[config.mk]
export PLATFORM = sky130hd
export DESIGN_NAME = ind_reg_bridge
export DESIGN_NICKNAME = d
export VERILOG_FILES = /design/src/rtl/ibr_pkg.sv /design/src/rtl/ibr_lane_dec.sv /design/src/rtl/ibr_seq.sv /design/src/rtl/ibr_regs.sv /design/src/rtl/ind_reg_bridge.sv
export SDC_FILE = /design/constraint.sdc
export NUM_CORES = 1
export LEC_CHECK = 0
export ABC_AREA = 0
export BUFFER_PORTS_ARGS = -buffer_cell sky130_fd_sc_hd__buf_4
export CELL_PAD_IN_SITES_DETAIL_PLACEMENT = 0
export CELL_PAD_IN_SITES_GLOBAL_PLACEMENT = 2
export CORE_AREA = 2 2 125 127
export DETAILED_ROUTE_END_ITERATION = 7
export DIE_AREA = 0 0 127 129
export PLACE_DENSITY_LB_ADDON = 0.25
export SLEW_MARGIN = 15
export SYNTH_ARGS = -nofsm -noshare
export SYNTH_HDL_FRONTEND = slang
export SYNTH_SLANG_ARGS = --single-unit
[constraint.sdc]
create_clock -name clk -period 2.1 [get_ports clk]
set_input_delay 0 -clock clk [delete_from_list [all_inputs] [get_ports clk]]
set_output_delay 0 -clock clk [all_outputs]
set_load 0.05 [all_outputs]
[src/rtl/ibr_pkg.sv]
package ibr_pkg;
   // Local register slots, decoded from cpu_addr[3:2]; software relies on these offsets
   localparam logic [1:0] SLOT_CMD  = 2'd0;
   localparam logic [1:0] SLOT_MODE = 2'd1;
   localparam logic [1:0] SLOT_ADDR = 2'd2;
   localparam logic [1:0] SLOT_DATA = 2'd3;

   // Mode byte layout
   localparam int WR_FLAG_BIT = 0;
   localparam int LANE_LSB    = 4;

   typedef enum logic [0:0] {
      ST_IDLE = 1'b0,
      ST_WAIT = 1'b1
   } ibr_state_e;
endpackage

[src/rtl/ibr_lane_dec.sv]
module ibr_lane_dec #(
   parameter int LANES  = 4,
   parameter int MODE_W = 8
) (
   input  logic [MODE_W-1:0] mode,
   output logic [LANES-1:0]  lane_we,
   output logic              is_write
);
   import ibr_pkg::*;

   if (LANE_LSB + LANES > MODE_W) begin : g_bad_mode_w
      $error("ibr_lane_dec: mode register too narrow for lane enables");
   end

   assign is_write = mode[WR_FLAG_BIT];

   // one gate per lane: write flag AND that lane's enable
   for (genvar i = 0; i < LANES; i++) begin : g_lane
      assign lane_we[i] = mode[WR_FLAG_BIT] & mode[LANE_LSB+i];
   end
endmodule

[src/rtl/ibr_seq.sv]
module ibr_seq (
   input  logic clk,
   input  logic rst,
   input  logic start,
   input  logic is_write,
   input  logic far_ack,
   output logic busy,
   output logic load_rd
);
   import ibr_pkg::*;

   ibr_state_e state_q, state_d;

   always_comb begin
      state_d = state_q;
      unique case (state_q)
         ST_IDLE: if (start)   state_d = ST_WAIT;
         ST_WAIT: if (far_ack) state_d = ST_IDLE;
         default:              state_d = ST_IDLE;
      endcase
   end

   always_ff @(posedge clk) begin
      if (rst) state_q <= ST_IDLE;
      else     state_q <= state_d;
   end

   assign busy    = (state_q == ST_WAIT);
   assign load_rd = busy && far_ack && !is_write;
endmodule

[src/rtl/ibr_regs.sv]
module ibr_regs #(
   parameter int DATA_W = 32,
   parameter int ADDR_W = 32,
   parameter int MODE_W = 8
) (
   input  logic              clk,
   input  logic              rst,
   input  logic              wr_en,
   input  logic [1:0]        slot,
   input  logic [DATA_W-1:0] wdata,
   input  logic              busy,
   input  logic              load_rd,
   input  logic [DATA_W-1:0] rd_word,
   output logic              start,
   output logic [MODE_W-1:0] mode_q,
   output logic [ADDR_W-1:0] addr_q,
   output logic [DATA_W-1:0] data_q,
   output logic [DATA_W-1:0] rdata
);
   import ibr_pkg::*;

   if (ADDR_W > DATA_W) begin : g_bad_addr_w
      $error("ibr_regs: address register wider than data path");
   end
   if (MODE_W > DATA_W) begin : g_bad_mode_w
      $error("ibr_regs: mode register wider than data path");
   end

   // staging writes are taken only while idle
   logic stage_ok;
   assign stage_ok = wr_en && !busy;
   assign start    = stage_ok && (slot == SLOT_CMD) && wdata[0];

   always_ff @(posedge clk) begin
      if (rst) begin
         mode_q <= '0;
         addr_q <= '0;
         data_q <= '0;
      end else begin
         if (stage_ok && slot == SLOT_MODE) mode_q <= wdata[MODE_W-1:0];
         if (stage_ok && slot == SLOT_ADDR) addr_q <= wdata[ADDR_W-1:0];
         if (load_rd)                         data_q <= rd_word;
         else if (stage_ok && slot == SLOT_DATA) data_q <= wdata;
      end
   end

   always_comb begin
      rdata = '0;
      unique case (slot)
         SLOT_CMD:  rdata[0]          = busy;
         SLOT_MODE: rdata[MODE_W-1:0] = mode_q;
         SLOT_ADDR: rdata[ADDR_W-1:0] = addr_q;
         SLOT_DATA: rdata             = data_q;
         default:   rdata             = '0;
      endcase
   end
endmodule

[src/rtl/ind_reg_bridge.sv]
module ind_reg_bridge #(
   parameter int DATA_W = 32,
   parameter int ADDR_W = 32,
   parameter int LANES  = DATA_W / 8,
   parameter int MODE_W = 8
) (
   input  logic              clk,
   input  logic              rst,
   input  logic              cpu_sel,
   input  logic              cpu_wr,
   input  logic [3:0]        cpu_addr,
   input  logic [DATA_W-1:0] cpu_wdata,
   output logic [DATA_W-1:0] cpu_rdata,
   output logic              far_req,
   output logic [ADDR_W-1:0] far_addr,
   output logic [DATA_W-1:0] far_wdata,
   output logic [LANES-1:0]  far_we,
   output logic              far_wr,
   input  logic              far_ack,
   input  logic [DATA_W-1:0] far_rdata
);
   if (DATA_W % 8 != 0) begin : g_bad_data_w
      $error("ind_reg_bridge: DATA_W must be a whole number of bytes");
   end
   if (LANES * 8 != DATA_W) begin : g_bad_lanes
      $error("ind_reg_bridge: LANES must equal DATA_W/8");
   end

   logic              start, busy, load_rd, is_write;
   logic [MODE_W-1:0] mode_q;
   logic [ADDR_W-1:0] addr_q;
   logic [DATA_W-1:0] data_q;

   ibr_regs #(.DATA_W(DATA_W), .ADDR_W(ADDR_W), .MODE_W(MODE_W)) u_regs (
      .clk     (clk),
      .rst     (rst),
      .wr_en   (cpu_sel && cpu_wr),
      .slot    (cpu_addr[3:2]),
      .wdata   (cpu_wdata),
      .busy    (busy),
      .load_rd (load_rd),
      .rd_word (far_rdata),
      .start   (start),
      .mode_q  (mode_q),
      .addr_q  (addr_q),
      .data_q  (data_q),
      .rdata   (cpu_rdata)
   );

   ibr_lane_dec #(.LANES(LANES), .MODE_W(MODE_W)) u_lanes (
      .mode     (mode_q),
      .lane_we  (far_we),
      .is_write (is_write)
   );

   ibr_seq u_seq (
      .clk      (clk),
      .rst      (rst),
      .start    (start),
      .is_write (is_write),
      .far_ack  (far_ack),
      .busy     (busy),
      .load_rd  (load_rd)
   );

   assign far_req   = busy;
   assign far_addr  = addr_q;
   assign far_wdata = data_q;
   assign far_wr    = is_write;
endmodule

After elaboration in Yosys (flattened, before gate mapping)
Index checks and enable logic that the tools add are counted.
Word-level totals
  register bits after elaboration: 73
  input bits: 73
  logic and storage cells: 33
  output and inout bits: 102
Cells by class
  mux-type cells: 8
  bitwise operators: 5
  eq/ne operators: 3
  reductions and logical operators: 13
Operators with widths (number)
  $mux W32: 2
  $pmux W24 S2: 1
  $pmux W7 S3: 1
  $logic_and A1 B1 Y1: 9
  $and A1 B1 Y1: 4
  $eq A2 B2 Y1 const B: 2
  $pmux W1 S4: 1
  $eq A2 B1 Y1 const B: 1
  $logic_not A1 Y1: 2
  $logic_not A2 Y1: 1
  $mux W1: 2
  $pmux W1 S2: 1
  $reduce_bool A2 Y1: 1
  $not A1 Y1: 1

Logic depth before layout (Yosys ltp)
  depth in word-level cells: 6
  mapped depth: 6
  depth with buffers taken out: 3

Cells and area by module
From an unflattened synthesis, not the netlist that was laid out.
Unflattened totals
  cell total of the unflattened synthesis: 438
  area total of the unflattened synthesis: 3761.1 sq um
By module, submodules not included
  ibr_regs: times used 1, sequential area each 1441.4 sq um, cells an instance 426, area an instance 3673.5 sq um
  ibr_seq: times used 1, sequential area each 20.0 sq um, cells an instance 6, area an instance 48.8 sq um
  ibr_lane_dec: times used 1, sequential area each 0.0 sq um, cells an instance 5, area an instance 32.5 sq um
  ind_reg_bridge: times used 1, sequential area each 0.0 sq um, cells an instance 1, area an instance 6.3 sq um

Least setup slack after synthesis
No wires, ideal clock.
  kind: register to register
  start: register u_seq.state_q, in the netlist u_seq.busy
  end: register u_regs.data_q[28]
  buffers on the path: 1
  data arrival time: 1.577 ns
  setup slack: 0.432 ns
  required time: 2.009 ns
  setup time: 0.091 ns
  cell stages (with the launch flop): 5
  clock period less this slack: 1.668 ns
  cell sequence: dfxtp_1 > nand4b_2 > clkbuf_1 > o21ai_0 > a311oi_1
On the way
  word-level cells in the longest chain between the ends: 4
  elaborated cells on any way between the ends: 7
  those cells by class: mux (1); reduce/logical (6)
RTL lines
  from (decl): line ibr_seq.sv:12  | ibr_state_e state_q, state_d;
  from (signal assigned): line ibr_seq.sv:25  | else state_q <= state_d;
  $logic_not A1 Y1: line ibr_regs.sv:31  | assign stage_ok = wr_en && !busy;
  $logic_and A1 B1 Y1: line ibr_regs.sv:31
  $logic_and A1 B1 Y1: line ibr_regs.sv:43  | else if (stage_ok && slot == SLOT_DATA) data_q <= wdata;
  $reduce_bool A2 Y1 (no source line)
  to (signal assigned): line ibr_regs.sv:42  | if (load_rd) data_q <= rd_word;
  to (signal assigned): line ibr_regs.sv:43
  to (decl): line ibr_regs.sv:17  | output logic [DATA_W-1:0] data_q,
Several ways; a longest one is shown, not always the timed one.
A chain may end at the register's enable or synchronous reset.

Worst setup path after layout
Same ends and word-level chain as after synthesis.

==> impl_results.md <==
* VDD IR max at 0.369 mV
* Total Routed Length at 14.6 mm
* Clk sink count at 73
* Setup Viol. Count Final at 0
* Clock Latency Late Sink at 330 ps
* First-pass GRT wire length at 23.2 mm
* Reg power frac at 0.408
* Clock Pin Slew Worst Setup and Hold Paths at 60 ps
* TritonCTS buffer count at 9
* Crit path required time at around 2300 ps
* Synth Warn # at 0
* Cell area after synthesis at 3690 µm²
* Startpoint types: flip-flop
* Wire per inst at 17.1 µm
* DRT iter0 DRCs at 204
* Post-Synthesis Cells at 451
* CP Max Fanout at 45
* Die area at 16400 µm²
* Vias/cell at 4.95
* Final #Nets at 735
* Grt ovf at 0
* Syn Area/Cell at 8.19 µm²
* Initial core utilization at 0.247
* Seq cells post-synth at 73
* Die Y at ~130 µm
* Row count at 45
* Combinational power share at 0.191
* Largest net degree at the start of global routing at 74
* Worst hold slack at 60.2 ps
* Most common cell after layout, fill and taps aside: buf_4
* Worst EP arrival at 1850 ps
* Gr usage total at 0.178
* Share of total power in the clock network at 0.401
* Slew Viols, Final at 0
* Hpwl dp at 9.45 mm
* Antenna violations before repair at 0
* Slew Limit Headroom at 0.304
* Type of the worst setup path: flip-flop to flip-flop
* Worst-margin pin slew at 1040 ps
* Core box area at 15000 µm²
* CTS tree: built
* GR Layer Usage met1 at 0.233
* Setup Buffers After CTS at 0
* Antenna viol nets, final at 0
* Leading cell types in the layout, fill and taps excluded: buf_4, dfxtp_1, o21ai_0, nand3_1, dlygate4sd3_1
* Die Span X at 127 µm
* Root buffer cell: clkbuf_16
* Vias in the first global route at 4263
* Placer Congestion at 0.782
* Final TNS setup at 0 ps
* Area delta synth->final at 62.8%
* Layout Skew at approximately 2.7 ps
* Ratio of cells with drive above 1 in the final layout at 0.310
* Vias post-DR at roughly 4.2k
* DRC at 0
* Register area share after synthesis at 0.396
* H-tree Lvls at 3
* Power density cells at 590 nW/µm²
* Port Buffers at between 150 and 200
* Max Fclk at 614 MHz
* Worst Hold Class: input port to flip-flop
* Fin. Hold Viols at 0
* Number of distinct library cells after synthesis at 26
* Internal at 0.00256 W
* Syn nets at 524
* Num ports at 175
* P_sw at 0.000985 W
* Final worst path period share at 0.775
* Max_cap viols at 0
* ANT cells at 0
* RSZ-0062 raised after global routing: no
* GR Util met3 at 0.0270
* Fin crit period at roughly 1600 ps
* Switching Fraction at 0.278
* 1st-pass router iterations at 5
* Longest Clk Path Bufs at 2
* Lkg Pwr at 2.45 nW
* Busiest grt layer: met2
* CP Capture Type: flip-flop
* Status: finished clean
* Met2 global-route usage at 0.299
## worst max-delay path: stages, from the launching register on
cell      delay (ps)
dfxtp_1          450
nand4b_2         190
buf_4            400
o21ai_0          140
a311oi_1         330
## cell type report
cell class / instances / area [µm²]
Inverter: 2 / 7.51
Clock buffer: 14 / 264
Tap cell: 188 / 235
Fill cell: 1558 / 8960
Multi-Input combinational cell: 325 / 1980
Sequential cell: 73 / 1460
Timing Repair Buffer: 251 / 2060
## metrics by stage
stage	util	total power, W	instances	setup slack, ps	area (µm²)
finish	0.402	0.00355	853	472	6020
global route	0.402	0.00371	853	363	6020
floorplan	-	0.00181	451	432	3690
CTS	0.402	0.00361	853	502	6020
global placement	0.339	0.00205	772	502	5080
detailed placement	0.339	0.00206	772	499	5080
## power groups by stage
stage / Combinational (W) / Sequential [W] / Clock [W]
3_3_place_gp: 0.000575 / 0.00148 / 0
3_5_place_dp: 0.000579 / 0.00148 / 0
4_1_cts: 0.000683 / 0.00145 / 0.00147
5_1_grt: 0.000726 / 0.00145 / 0.00153
2_1_floorplan: 0.000232 / 0.00158 / 0
6_report: 0.000679 / 0.00145 / 0.00142
## cells in the mapped netlist
master,count,share of area
a21oi_1,40,0.054
a22o_1,7,0.017
a311oi_1,32,0.076
a32oi_1,1,0.0024
and2_1,4,0.0068
and3b_1,1,0.0024
and4b_1,1,0.0027
buf_1,2,0.0020
buf_2,15,0.020
buf_4,1,0.0020
buf_6,4,0.012
clkbuf_1,29,0.029
clkinv_1,1,0.0010
dfxtp_1,73,0.40
inv_1,1,0.0010
mux2_2,7,0.021
mux2i_1,24,0.065
mux4_2,1,0.0061
nand2b_1,1,0.0017
nand3_1,72,0.098
nand3b_1,2,0.0041
nand4b_2,1,0.0041
nor2_1,33,0.034
nor2b_1,25,0.042
nor4b_1,1,0.0024
o21ai_0,72,0.098
## logic make-up after synthesis
| family | synth area share |
|---|---|
| compound gates | 0.247 |
| buf+inv | 0.0681 |
| flops | 0.396 |
| mux | 0.0924 |
| simple gates | 0.197 |
## repair_timing
action,in CTS,in global routing
endpoints found under the hold margin,73,0
gates resized for setup,0,0
hold buffers,67,0
## metal layers
metal,part of all wire,wire [µm]
met1,0.46,6750
met2,0.48,7020
met3,0.040,585
met4,0.016,233
met5,0,0
## sequential cells by signal, summed over array words and instances (netlist names)
name	flops
u_regs.addr_q	32
u_regs.data_q	32
u_regs.mode_q	8
u_seq.busy	1
## path summary, 6_finish.rpt
kind	from	to	slack, ps	depth (start not counted)
max reg2reg	u_seq.busy	u_regs.data_q[28]	470	4
min	cpu_addr[2]	u_regs.data_q[2]	60	3
max	u_seq.busy	u_regs.data_q[28]	470	4
min reg2reg	u_regs.mode_q[3]	u_regs.mode_q[3]	480	2
(Power assumes the default switching activity.)
